File: src/rtl/irq_bank_pkg.sv
package irq_bank_pkg;
  localparam int ID_W = 16;

  typedef enum logic [1:0] {
    WIN_SET_EN   = 2'd0,
    WIN_CLR_EN   = 2'd1,
    WIN_SET_PEND = 2'd2,
    WIN_CLR_PEND = 2'd3
  } bankWin_e;

  typedef struct packed {
    logic            wrSetEn;
    logic            wrClrEn;
    logic            wrSetPend;
    logic            wrClrPend;
    logic            rdReq;
    logic            rdIsPend;
    logic [5:0]      laneCnt;
    logic [ID_W-1:0] baseId;
  } bankStrb_t;
endpackage

File: src/rtl/irq_bank_ctrl.sv
module irq_bank_ctrl
  import irq_bank_pkg::*;
#(
  parameter int OFF_W = 4
) (
  input  logic                 reqValid,
  input  logic                 reqWrite,
  input  logic [OFF_W+1:0]     reqAddr,
  input  logic                 reqWord,
  output bankStrb_t            strb
);
  localparam int ADDR_W = OFF_W + 2;

  bankWin_e           win;
  logic [OFF_W-1:0]   offset;
  logic               aligned;
  logic               accept;
  logic               doWrite;

  assign win     = bankWin_e'(reqAddr[ADDR_W-1:OFF_W]);
  assign offset  = reqAddr[OFF_W-1:0];
  assign aligned = !reqWord || (offset[1:0] == 2'b00);
  assign accept  = reqValid && aligned;
  assign doWrite = accept && reqWrite;

  always_comb begin
    strb           = '0;
    strb.baseId    = ID_W'({offset, 3'b000});
    strb.laneCnt   = !accept ? 6'd0 : (reqWord ? 6'd32 : 6'd8);
    strb.rdReq     = reqValid && !reqWrite;
    strb.rdIsPend  = (win == WIN_SET_PEND) || (win == WIN_CLR_PEND);
    strb.wrSetEn   = doWrite && (win == WIN_SET_EN);
    strb.wrClrEn   = doWrite && (win == WIN_CLR_EN);
    strb.wrSetPend = doWrite && (win == WIN_SET_PEND);
    strb.wrClrPend = doWrite && (win == WIN_CLR_PEND);
  end
endmodule

File: src/rtl/irq_bank_datapath.sv
module irq_bank_datapath
  import irq_bank_pkg::*;
#(
  parameter int                 NUM_IRQ    = 64,
  parameter logic [NUM_IRQ-1:0] LEVEL_MASK = '0
) (
  input  logic               clk,
  input  logic               rst,
  input  bankStrb_t          strb,
  input  logic [31:0]        reqWdata,
  input  logic [NUM_IRQ-1:0] irqLine,
  output logic               rdValid,
  output logic [31:0]        rdData,
  output logic [NUM_IRQ-1:0] enOut,
  output logic [NUM_IRQ-1:0] pendOut
);
  localparam int IDX_W = (NUM_IRQ > 1) ? $clog2(NUM_IRQ) : 1;

  logic [NUM_IRQ-1:0] lineQ;
  logic [NUM_IRQ-1:0] enQ;
  logic [NUM_IRQ-1:0] pendVec;
  logic [31:0]        rdVec;

  always_ff @(posedge clk) begin
    if (rst) lineQ <= '0;
    else     lineQ <= irqLine;
  end

  for (genvar i = 0; i < NUM_IRQ; i++) begin : g_irq
    logic [ID_W-1:0] rel;
    logic            inLane;
    logic            hit;

    assign rel    = ID_W'(i) - strb.baseId;
    assign inLane = (ID_W'(i) >= strb.baseId) && (rel < ID_W'(strb.laneCnt));
    assign hit    = inLane && reqWdata[rel[4:0]];

    always_ff @(posedge clk) begin
      if (rst)                         enQ[i] <= 1'b0;
      else if (hit && strb.wrSetEn)    enQ[i] <= 1'b1;
      else if (hit && strb.wrClrEn)    enQ[i] <= 1'b0;
    end

    if (LEVEL_MASK[i]) begin : g_level
      logic softQ;
      always_ff @(posedge clk) begin
        if (rst)                         softQ <= 1'b0;
        else if (hit && strb.wrSetPend)  softQ <= 1'b1;
        else if (hit && strb.wrClrPend)  softQ <= 1'b0;
      end
      assign pendVec[i] = lineQ[i] | softQ;
    end else begin : g_edge
      logic pendQ;
      logic rise;
      assign rise = irqLine[i] & ~lineQ[i];
      always_ff @(posedge clk) begin
        if (rst)                         pendQ <= 1'b0;
        else if (rise)                   pendQ <= 1'b1;
        else if (hit && strb.wrSetPend)  pendQ <= 1'b1;
        else if (hit && strb.wrClrPend)  pendQ <= 1'b0;
      end
      assign pendVec[i] = pendQ;
    end
  end

  for (genvar k = 0; k < 32; k++) begin : g_rd
    logic [ID_W-1:0] id;
    logic            valid;
    assign id    = strb.baseId + ID_W'(k);
    assign valid = (6'(k) < strb.laneCnt) && (id < ID_W'(NUM_IRQ));
    assign rdVec[k] = valid &&
                      (strb.rdIsPend ? pendVec[id[IDX_W-1:0]] : enQ[id[IDX_W-1:0]]);
  end

  always_ff @(posedge clk) begin
    if (rst) begin
      rdValid <= 1'b0;
      rdData  <= '0;
    end else begin
      rdValid <= strb.rdReq;
      rdData  <= strb.rdReq ? rdVec : 32'd0;
    end
  end

  assign enOut   = enQ;
  assign pendOut = pendVec;
endmodule

File: src/rtl/irq_state_bank.sv
module irq_state_bank
  import irq_bank_pkg::*;
#(
  parameter int                 NUM_IRQ    = 64,
  parameter int                 WIN_BYTES  = 16,
  parameter logic [NUM_IRQ-1:0] LEVEL_MASK = '0,
  localparam int                OFF_W      = $clog2(WIN_BYTES),
  localparam int                ADDR_W     = OFF_W + 2
) (
  input  logic               clk,
  input  logic               rst,
  input  logic               reqValid,
  input  logic               reqWrite,
  input  logic [ADDR_W-1:0]  reqAddr,
  input  logic               reqWord,
  input  logic [31:0]        reqWdata,
  input  logic [NUM_IRQ-1:0] irqLine,
  output logic               rdValid,
  output logic [31:0]        rdData,
  output logic [NUM_IRQ-1:0] enOut,
  output logic [NUM_IRQ-1:0] pendOut
);
  bankStrb_t strb;

  irq_bank_ctrl #(.OFF_W(OFF_W)) ctrlInst (
    .reqValid (reqValid),
    .reqWrite (reqWrite),
    .reqAddr  (reqAddr),
    .reqWord  (reqWord),
    .strb     (strb)
  );

  irq_bank_datapath #(.NUM_IRQ(NUM_IRQ), .LEVEL_MASK(LEVEL_MASK)) dpInst (
    .clk      (clk),
    .rst      (rst),
    .strb     (strb),
    .reqWdata (reqWdata),
    .irqLine  (irqLine),
    .rdValid  (rdValid),
    .rdData   (rdData),
    .enOut    (enOut),
    .pendOut  (pendOut)
  );
endmodule

File: config.mk
export PLATFORM = sky130hd
export DESIGN_NAME = irq_state_bank
export DESIGN_NICKNAME = d
export VERILOG_FILES = /design/src/rtl/irq_bank_pkg.sv /design/src/rtl/irq_bank_ctrl.sv /design/src/rtl/irq_bank_datapath.sv /design/src/rtl/irq_state_bank.sv
export SDC_FILE = /design/constraint.sdc
export NUM_CORES = 1
export LEC_CHECK = 0
export BUFFER_PORTS_ARGS = -buffer_cell sky130_fd_sc_hd__buf_2
export CORE_ASPECT_RATIO = 0.9
export CORE_MARGIN = 2
export CORE_UTILIZATION = 45
export DETAILED_ROUTE_END_ITERATION = 10
export GPL_TIMING_DRIVEN = 0
export PLACE_DENSITY = 0.67
export SKIP_LAST_GASP = 1
export SLEW_MARGIN = 10
export SYNTH_ARGS = -nofsm -noshare
export SYNTH_HDL_FRONTEND = slang
export SYNTH_SLANG_ARGS = --single-unit
File: constraint.sdc
create_clock -name clk -period 7 [get_ports clk]
set_clock_uncertainty 0.15 [all_clocks]
set_input_delay 1.4 -clock clk [delete_from_list [all_inputs] [get_ports clk]]
set_output_delay 1.4 -clock clk [all_outputs]
set_load 0.02 [all_outputs]
==> key figures <==
Clocking
  – Htree depth: 1
  – CTS tree: done
  – Clk_lat worst skew: 0.54 ns
  – Num CTS Buffers: 26
  – Hold-fix buffers, CTS: 0
  – Clk root buf: clkbuf_16
  – Clock slew at reported path FFs: 0.07 ns
  – CTS max path bufs: 3
  – Post-CTS Setup Bufs: 0
  – CTS resizes: 0
  – Sinks on Clock Net: 225

Yosys
  – Synth top area cells: dfxtp_1 (32%), mux4_2 (29%), nor2b_1 (5.2%), mux2i_1 (4.3%), buf_4 (3.9%)
  – Post-synth ARST share: 0%
  – Yosys warns: 0
  – Avg Inst Size Synth: 11.3 µm²
  – Seq/Total Area, Yosys: 31.8%
  – Ys flop type: dfxtp_1
  – Syn Std Cell Area: 14,200 µm²
  – Yosys cell types: 60
  – Share of the synthesized area in the top cell type: 31.8%
  – Post-synth EDFFs: 0
  – Post-synthesis cell count: 1,253
  – #FFs+latches synth: 225
  – Syn nets: 1,374
  – Area leader, netlist: dfxtp_1

Floorplanning
  – Core box area: 30,900 µm²
  – Cell row count: 61
  – Die ar.: 32,900 µm²
  – Die width: 191 µm
  – Die Span Y: 172 µm
  – Initial Utilization: 45.8%
  – Ports: 268

Finish
  – Nets: 1,669
  – Most common cell after layout, fill and taps aside: buf_2
  – Layout cells sized above 1: 40.7%
  – Layout Cells excl Fill: 1,980
  – Commonest cells after routing, fill and taps aside: buf_2 (302), dfxtp_1 (225), mux4_2 (184)
  – Filler instances: 2,750
  – Syn-to-layout area delta: 19.1%

Worst setup path
  – CP endpoint kind: register
  – Crit path max fanout: 11
  – CP startpoint kind: input port
  – Worst r2r path cells: 3
  – CP endpoint: dpInst.g_irq[2].g_edge.pendQ$_SDFFE_PP0P_
  – Reg-to-Reg Start: dpInst.g_irq[28].g_edge.pendQ$_SDFFE_PP0P_
  – FF-to-FF End: dpInst.rdData[28]$_SDFF_PP0_
  – Worst Setup SP: reqAddr[0]
  – Worst Path Arrival: 6.06 ns
  – Setup slack, reg-to-reg: 5.07 ns
  – Setup CP Type: input port to register
  – Req. time, crit path: 7.27 ns

Pwr
  – P_leak: 0.00709 µW
  – Cell Pwr Density: 210 nW/µm²
  – VDD IR max: 0.207 mV

GRT
  – First-pass GRT wire length: 89,400 µm
  – Initial antenna violation count: 13
  – Vias in the first global route: 12,300
  – Largest net degree at the start of global routing: 13
  – GR Util All Layers: 38.8%
  – Gr ovfl total: 0

Placed design
  – Buffers added on ports: 266
  – Final GP Congestion: 1.01
  – Setup WS pre-CTS: 0.860 ns
  – Placed insts: 1,929
  – DP HPWL: 48,700 µm

Timing
  – Final max-slew violation count: 0
  – Period minus WS final: 5.79 ns
  – Setup-failing EPs final: 0
  – Period utilization: 82.7%
  – F_max: 173 MHz
  – Final-report hold violation count: 0
  – Max transition margin: 11.2%
  – Fin worst setup slack: 1.21 ns
  – RSZ-0062 raised after global routing: false
  – Setup TNS: 0 ns
  – Least-Margin Pin Slew: 1.32 ns

Drt
  – Final wirelength: 64,300 µm
  – Antenna viol nets, final: 0
  – DR vias/cell: 6.64
  – Residual DRC count: 0
  – DR pass1 iterations: 5
  – Initial DRC Count: 2,001
  – Total number of vias: 13,200
  – Wire length per cell: 32.5 µm

Job
  – Max-capacitance violation count: 0

Status
  – Status: finished, final reports clean

Hold path
  – Worst hold path type: register to register
==> where the power goes <==
group / internal (µW) / switching [µW]
combinational: 321 / 454
sequential: 1330 / 87.2
clock: 783 / 568
total: 2440 / 1110
==> worst min-delay path by stage <==
stage	depth (start not counted)	start	slack, ns	to
finish	2	dpInst.lineQ[9]$_SDFF_PP0_	0.32	dpInst.g_irq[9].g_edge.pendQ$_SDFFE_PP0P_
detailed placement	2	dpInst.lineQ[3]$_SDFF_PP0_	0.31	dpInst.g_irq[3].g_edge.pendQ$_SDFFE_PP0P_
floorplan	2	dpInst.lineQ[45]$_SDFF_PP0_	0.31	dpInst.g_irq[45].g_edge.pendQ$_SDFFE_PP0P_
global route	2	dpInst.lineQ[44]$_SDFF_PP0_	0.36	dpInst.g_irq[44].g_edge.pendQ$_SDFFE_PP0P_
global placement	2	dpInst.lineQ[43]$_SDFF_PP0_	0.31	dpInst.g_irq[43].g_edge.pendQ$_SDFFE_PP0P_
CTS	2	dpInst.lineQ[3]$_SDFF_PP0_	0.33	dpInst.g_irq[3].g_edge.pendQ$_SDFFE_PP0P_
==> layer usage <==
layer  track usage [%]  vias up  wire length, µm
met5                 0        -               85
met4              16.2       12             3150
met3              18.2      207            11100
met2              54.0     1228            26100
met1              51.5     6384            23900
li1                  -     5325                -
==> synth_stat cells, types with 3 or more instances <==
library cell,instances
a2111oi_4,5
and3b_1,3
a21oi_1,106
inv_1,44
and3_1,16
nand2b_1,44
a221o_1,22
mux2i_1,61
buf_2,36
nand3_1,31
inv_2,3
nand4_1,28
buf_1,6
a211oi_1,19
nor2_1,46
o21ai_0,23
o21ai_1,3
and2_1,6
nor2b_1,118
ha_1,14
dfxtp_1,225
a311oi_1,16
mux4_2,184
clkbuf_1,51
buf_4,73
a21oi_2,9
a311oi_2,6
nor3_1,14
==> critical path, stage by stage <==
cell,delay [ns]
buf_2,0.13
buf_2,0.26
buf_4,0.24
buf_4,0.29
inv_2,0.15
buf_2,0.26
ha_1,0.33
buf_6,0.15
buf_2,0.31
clkbuf_1,0.82
and2_1,0.24
a211oi_1,0.05
a21oi_1,0.94
a21oi_1,0.17
a221o_1,0.31
==> sequential cells by signal, indices dropped and copies added (netlist names) <==
name	count
dpInst.enOut	64
dpInst.rdData	32
dpInst.lineQ	64
dpInst.g_irq.g_edge.pendQ	64
dpInst.rdValid	1
==> metrics by stage <==
| step | instance area [µm²] | hold WS (ns) | total power, µW | util [%] |
|---|---|---|---|---|
| after floorplan | 14200 | 0.309 | 1880 | - |
| after global placement | 16000 | 0.312 | 2180 | 51.8 |
| after detailed placement | 16000 | 0.315 | 2190 | 51.9 |
| after CTS | 16900 | 0.329 | 3520 | 54.6 |
| after global routing | 16900 | 0.360 | 3630 | 54.6 |
| final | 16900 | 0.324 | 3550 | 54.6 |
==> layout make-up <==
class	count	area (µm²)	area share, %
Tap cell	409	512	3.03
Antenna cell	6	15.0	0.0890
Multi-Input combinational cell	812	8520	50.5
Clock buffer	37	753	4.46
Buffer	169	985	5.83
Sequential cell	225	4500	26.7
Clock inverter	8	77.6	0.460
Timing Repair Buffer	267	1340	7.93
Inverter	47	176	1.05
==> cell families (layout without fill, tap and decap cells) <==
kind of cell | Yosys count | after routing | share of synthesized area [%]
buffers and inverters | 216 | 528 | 8.19
AOI/OAI and AO/OA | 229 | 229 | 11.7
DFF | 225 | 225 | 31.8
adders and majority gates | 14 | 14 | 1.24
and+or+nand+nor | 320 | 320 | 13.2
xor gates and xnor gates | 3 | 3 | 0.291
muxes | 246 | 246 | 33.6
other | 0 | 6 | 0
No activity file was read; power rests on OpenSTA's default activity.
